===== src/rtl/chop_pkg.sv =====
package chop_pkg;

  typedef enum logic [1:0] {
    TRIP_NONE  = 2'd0,
    TRIP_LIMIT = 2'd1,
    TRIP_SHORT = 2'd2
  } trip_e;

  function automatic int max3(input int a, input int b, input int c);
    int m;
    m = (a > b) ? a : b;
    return (m > c) ? m : c;
  endfunction

  function automatic int cnt_bits(input int v);
    return (v < 1) ? 1 : $clog2(v + 1);
  endfunction

endpackage


===== src/rtl/chop_timer.sv =====
module chop_timer #(
  parameter int W = 6
) (
  input  logic         clk,
  input  logic         rst_n,
  input  logic         tick_i,
  input  logic         load_i,
  input  logic [W-1:0] load_val_i,
  output logic         busy_o,
  output logic         done_o
);

  logic [W-1:0] cnt_q;
  logic [W-1:0] cnt_d;

  always_comb begin
    cnt_d = cnt_q;
    if (load_i) begin
      cnt_d = load_val_i;
    end else if (tick_i && (cnt_q != '0)) begin
      cnt_d = cnt_q - 1'b1;
    end
  end

  always_ff @(posedge clk or negedge rst_n) begin
    if (!rst_n) begin
      cnt_q <= '0;
    end else begin
      cnt_q <= cnt_d;
    end
  end

  assign busy_o = (cnt_q != '0);
  assign done_o = !load_i && tick_i && (cnt_q == W'(1));

endmodule


===== src/rtl/chop_arbiter.sv =====
module chop_arbiter
  import chop_pkg::*;
(
  input  logic  lim_hi_i,
  input  logic  lim_lo_i,
  input  logic  hot_i,
  input  logic  short_hs_i,
  input  logic  short_ls_i,
  input  logic  forced_i,
  input  logic  blanking_i,
  input  logic  guard_i,
  output trip_e trip_o
);

  logic lim_sel;
  logic short_any;

  always_comb begin
    lim_sel   = hot_i ? lim_lo_i : lim_hi_i;
    short_any = short_hs_i | short_ls_i;
    trip_o    = TRIP_NONE;
    if (!forced_i) begin
      if (short_any) begin
        trip_o = TRIP_SHORT;
      end else if (lim_sel && !blanking_i && !guard_i) begin
        trip_o = TRIP_LIMIT;
      end
    end
  end

endmodule


===== src/rtl/chop_limiter.sv =====
module chop_limiter
  import chop_pkg::*;
#(
  parameter int OFF_TICKS    = 20,
  parameter int BLANK_TICKS  = 16,
  parameter int PERIOD_TICKS = 50
) (
  input  logic clk,
  input  logic rst_n,
  input  logic tick_i,
  input  logic edge_i,
  input  logic lim_hi_i,
  input  logic lim_lo_i,
  input  logic hot_i,
  input  logic short_hs_i,
  input  logic short_ls_i,
  output logic force_off_o,
  output logic blank_o,
  output logic short_req_o
);

  localparam int CW = cnt_bits(max3(OFF_TICKS, BLANK_TICKS, PERIOD_TICKS));

  logic [1:0] rst_pipe_q;
  logic       rst_sync_n;

  always_ff @(posedge clk or negedge rst_n) begin
    if (!rst_n) begin
      rst_pipe_q <= 2'b00;
    end else begin
      rst_pipe_q <= {rst_pipe_q[0], 1'b1};
    end
  end
  assign rst_sync_n = rst_pipe_q[1];

  trip_e trip;
  logic  off_busy, off_done;
  logic  blank_busy, blank_done_unused;
  logic  guard_busy, guard_done_unused;
  logic  start_off;
  logic  short_hit;
  logic  blank_load;
  logic  short_req_d, short_req_q;

  chop_arbiter u_arb (
    .lim_hi_i   (lim_hi_i),
    .lim_lo_i   (lim_lo_i),
    .hot_i      (hot_i),
    .short_hs_i (short_hs_i),
    .short_ls_i (short_ls_i),
    .forced_i   (off_busy),
    .blanking_i (blank_busy),
    .guard_i    (guard_busy),
    .trip_o     (trip)
  );

  always_comb begin
    start_off   = (trip == TRIP_LIMIT);
    short_hit   = (trip == TRIP_SHORT);
    blank_load  = edge_i | off_done;
    short_req_d = short_hit;
  end

  chop_timer #(.W(CW)) u_off (
    .clk        (clk),
    .rst_n      (rst_sync_n),
    .tick_i     (tick_i),
    .load_i     (start_off),
    .load_val_i (CW'(OFF_TICKS)),
    .busy_o     (off_busy),
    .done_o     (off_done)
  );

  chop_timer #(.W(CW)) u_blank (
    .clk        (clk),
    .rst_n      (rst_sync_n),
    .tick_i     (tick_i),
    .load_i     (blank_load),
    .load_val_i (CW'(BLANK_TICKS)),
    .busy_o     (blank_busy),
    .done_o     (blank_done_unused)
  );

  chop_timer #(.W(CW)) u_guard (
    .clk        (clk),
    .rst_n      (rst_sync_n),
    .tick_i     (tick_i),
    .load_i     (start_off),
    .load_val_i (CW'(PERIOD_TICKS)),
    .busy_o     (guard_busy),
    .done_o     (guard_done_unused)
  );

  always_ff @(posedge clk or negedge rst_sync_n) begin
    if (!rst_sync_n) begin
      short_req_q <= 1'b0;
    end else begin
      short_req_q <= short_req_d;
    end
  end

  assign force_off_o = off_busy;
  assign blank_o     = blank_busy;
  assign short_req_o = short_req_q;

endmodule


===== config.mk =====
export PLATFORM = sky130hd
export DESIGN_NAME = chop_limiter
export DESIGN_NICKNAME = d
export VERILOG_FILES = /design/src/rtl/chop_pkg.sv /design/src/rtl/chop_timer.sv /design/src/rtl/chop_arbiter.sv /design/src/rtl/chop_limiter.sv
export SDC_FILE = /design/constraint.sdc
export NUM_CORES = 1
export LEC_CHECK = 0
export ABC_AREA = 1
export BUFFER_PORTS_ARGS = -buffer_cell sky130_fd_sc_hd__buf_2
export CORE_MARGIN = 5
export CORE_UTILIZATION = 42
export DETAILED_ROUTE_END_ITERATION = 7
export GPL_ROUTABILITY_DRIVEN = 0
export PLACE_DENSITY = 0.6
export SLEW_MARGIN = 30
export SYNTH_ARGS = -nofsm -noshare
export SYNTH_HDL_FRONTEND = slang
export SYNTH_SLANG_ARGS = --single-unit

===== constraint.sdc =====
create_clock -name clk -period 2.4 [get_ports clk]
set_input_delay 0.24 -clock clk [delete_from_list [all_inputs] [get_ports clk]]
set_output_delay 0.24 -clock clk [all_outputs]
set_load 0.01 [all_outputs]

==> results by group <==
Floorplanning
  – I/O pin total: 12
  – Core area: 0.00298 mm2
  – Row count: 20
  – Die X: 65.0 um
  – Die area: 0.00423 mm2
  – Starting Density: 0.427
  – Die Span Y: 65.0 um

Setup path
  – Worst-path cell chain: inv_1 -> ha_1 -> nand3_4 -> buf_2
  – CP Class: register to output pin
  – WP data required: 2.16 ns
  – Max FO, Critical Path: 6
  – FF-to-FF setup slack: 0.89 ns
  – Crit-path slowest cell: dfrtp_1
  – CP Launch Type: register
  – Worst path max stage delay: 0.39 ns
  – Critical path arrival: 1.37 ns
  – Element type at the critical path end: output pin

Detailed routing
  – Post-route DRC violation count: 0
  – Post-route ant nets: 0
  – Routed wire length: 2260 um
  – Vias: 944
  – Via/cell ratio: 4.99
  – Drt wl/cell: 12.0 um
  – Drt first pass iters: 4
  – Initial DRC Count: 22

Clock network
  – Clk slew on worst S/H paths: 0.11 ns
  – Num CTS Buffers: 3
  – H-tree depth: 1
  – Post-CTS Setup Bufs: 0
  – Bufs on Longest Clock Path: 2
  – TritonCTS clock tree: built
  – Clk sinks: 21
  – Root Driver: clkbuf_4
  – Worst-Skew Late Latency: 0.30 ns

Power
  – P_sw: 0.593 mW
  – Max VDD drop: 446 uV
  – Power per Cell Area: 998 mW/mm2
  – Sw Ratio: 0.423
  – Sequential power share: 0.447
  – Power Internal: 0.808 mW
  – Pleak: 0.699 nW
  – Combinational Power Share: 0.433
  – Clk pwr share: 0.120
  – Total Power: 1.40 mW

Job
  – Max-cap violations: 0

Synth
  – Post-synth top cells: inv_1, dfrtp_1, nand2_1
  – Synth warn: 0
  – Syn_area_per_cell: 9.08 um2
  – EDFF count, synth: 0
  – Cells after Synth: 140
  – Post-synth top flop: dfrtp_1
  – Yosys top cell area share: 0.413
  – Synthesized area: 0.00127 mm2
  – FF+latch count, synth: 21
  – Top-count cell post-synth: inv_1
  – Post-synthesis sequential area ratio: 0.413
  – Synth area leaders: dfrtp_1, ha_1, inv_1
  – Post-synth top area cell: dfrtp_1
  – Share of synthesized registers carrying an async set or reset: 1.00
  – Netlist cell types: 27
  – Synthesized Nets: 156

Layout
  – Ratio of cells with drive above 1 in the final layout: 0.244
  – Final net count: 173
  – Area grow syn2layout: 10.4%
  – Diode count: 0
  – Fin util: 0.471

Timing
  – Final Hold Fails: 0
  – Slew headroom: 0.490
  – Setup-failing EPs final: 0
  – Setup TNS: 0 ns
  – Final Skew: 0.00196 ns
  – RSZ-0062 raised after global routing: no
  – Final Cycle Share: 0.671
  – Fmax: 621 MHz
  – Worst Max-Slew Pin Slew: 0.766 ns
  – Fin crit period: 1.61 ns
  – Final Max Slew Viols: 0

Worst hold path
  – Hold crit path type: primary input to register

Outcome
  – Outcome: completed

Global routing
  – Global route overflow: 0
  – Largest net degree at the start of global routing: 20
  – Vias in the first global route: 904
  – Global-route wire length before repair: 3930 um
  – Initial antenna violation count: 0
  – GRT Total Usage: 0.119

Placed design
  – Buffers on Ports: 11
  – Hpwl dp: 1790 um
==> flip-flops by register name, indices dropped and copies added (netlist names) <==
| register | cells |
|---|---|
| u_off.cnt_q | 6 |
| rst_pipe_q | 2 |
| u_guard.cnt_q | 6 |
| u_blank.cnt_q | 6 |
| short_req_o | 1 |
==> cells by family (layout without fill, tap and decap cells) <==
| group | count (synthesis) | in the layout | synth area share |
|---|---|---|---|
| adder cells (fa/ha/maj) | 7 | 7 | 0.0689 |
| XOR/XNOR | 8 | 8 | 0.0551 |
| AND/OR/NAND/NOR | 69 | 69 | 0.337 |
| buffers and inverters | 24 | 40 | 0.0709 |
| flip-flops | 21 | 21 | 0.413 |
| other | 1 | 1 | 0.00295 |
| AO/OA/AOI/OAI | 10 | 10 | 0.0522 |
==> timing repair <==
| item | in CTS | in global routing |
|---|---|---|
| hold buffers | 1 | 0 |
| gates resized for setup | 0 | 0 |
| hold endpoints to repair | 2 | 0 |
==> layer usage <==
| layer | wire, um | global-route usage | vias to the layer above | share of wire |
|---|---|---|---|---|
| met5 | 0 | 0 | - | 0 |
| met3 | 64 | 0.0225 | 5 | 0.028 |
| met2 | 1040 | 0.193 | 12 | 0.46 |
| met4 | 42 | 0.0544 | 0 | 0.019 |
| li1 | - | - | 487 | - |
| met1 | 1110 | 0.153 | 440 | 0.49 |
==> stage by stage <==
step           hold slack [ns]  instances  instance area [um2]  setup WS [ns]
2_1_floorplan          -0.0556        140                 1270           1.04
3_3_place_gp            0.0255        184                 1370          0.904
3_5_place_dp            0.0300        184                 1370          0.878
4_1_cts                  0.201        189                 1400          0.756
5_1_grt                  0.222        189                 1400          0.677
6_report                 0.210        189                 1400          0.790
==> power groups by stage <==
stage                     clock network [mW]  logic (mW)  registers [mW]
after floorplan                            0       0.511           0.605
after global placement                     0       0.597           0.631
after detailed placement                   0       0.610           0.635
after CTS                              0.181       0.617           0.627
after global routing                   0.197       0.682           0.646
final                                  0.168       0.606           0.627
==> critical path, delay by kind of cell, from the launching register on <==
kind	cells	cell delay (ns)
adder cells (fa/ha/maj)	1	0.23
flip-flops	1	0.39
buffers and inverters	2	0.32
AND/OR/NAND/NOR	1	0.12
==> final cells by class <==
class / count / area (um2)
clock buffer: 4 / 26.3
sequential: 21 / 526
timing repair buffer: 12 / 65.1
inverter: 24 / 90.1
fill: 288 / 1570
multi-input combinational: 95 / 656
tap: 33 / 41.3
==> worst paths after layout <==
kind,startpoint,endpoint,cells past startpoint
max,u_blank.cnt_q[0],blank_o,4
min,short_ls_i,short_req_o,3
max reg2reg,u_blank.cnt_q[0],u_guard.cnt_q[0],7
min reg2reg,rst_pipe_q[1],u_off.cnt_q[1],0
max in group asynchronous,rst_pipe_q[1],u_off.cnt_q[2],0
min in group asynchronous,rst_n,rst_pipe_q[0],2
==> layout by cell type, fill, tap and decap left out, drive strengths merged <==
| master | synthesis | final |
|---|---|---|
| xor2 | 4 | 4 |
| or2 | 2 | 2 |
| xnor2 | 4 | 4 |
| nor3 | 4 | 4 |
| nand3 | 15 | 15 |
| o211ai | 3 | 3 |
| dfrtp | 21 | 21 |
| nor3b | 1 | 1 |
| a31oi | 1 | 1 |
| a21oi | 4 | 4 |
| inv | 24 | 24 |
| clkbuf | 0 | 4 |
| conb | 1 | 1 |
| o21ai | 2 | 2 |
| dlygate4sd3 | 0 | 1 |
| nor2 | 18 | 18 |
| nand2 | 22 | 22 |
| buf | 0 | 11 |
| nand4 | 6 | 6 |
| nand3b | 1 | 1 |
| ha | 7 | 7 |
Note: power is estimated with default switching activity, not from simulation.
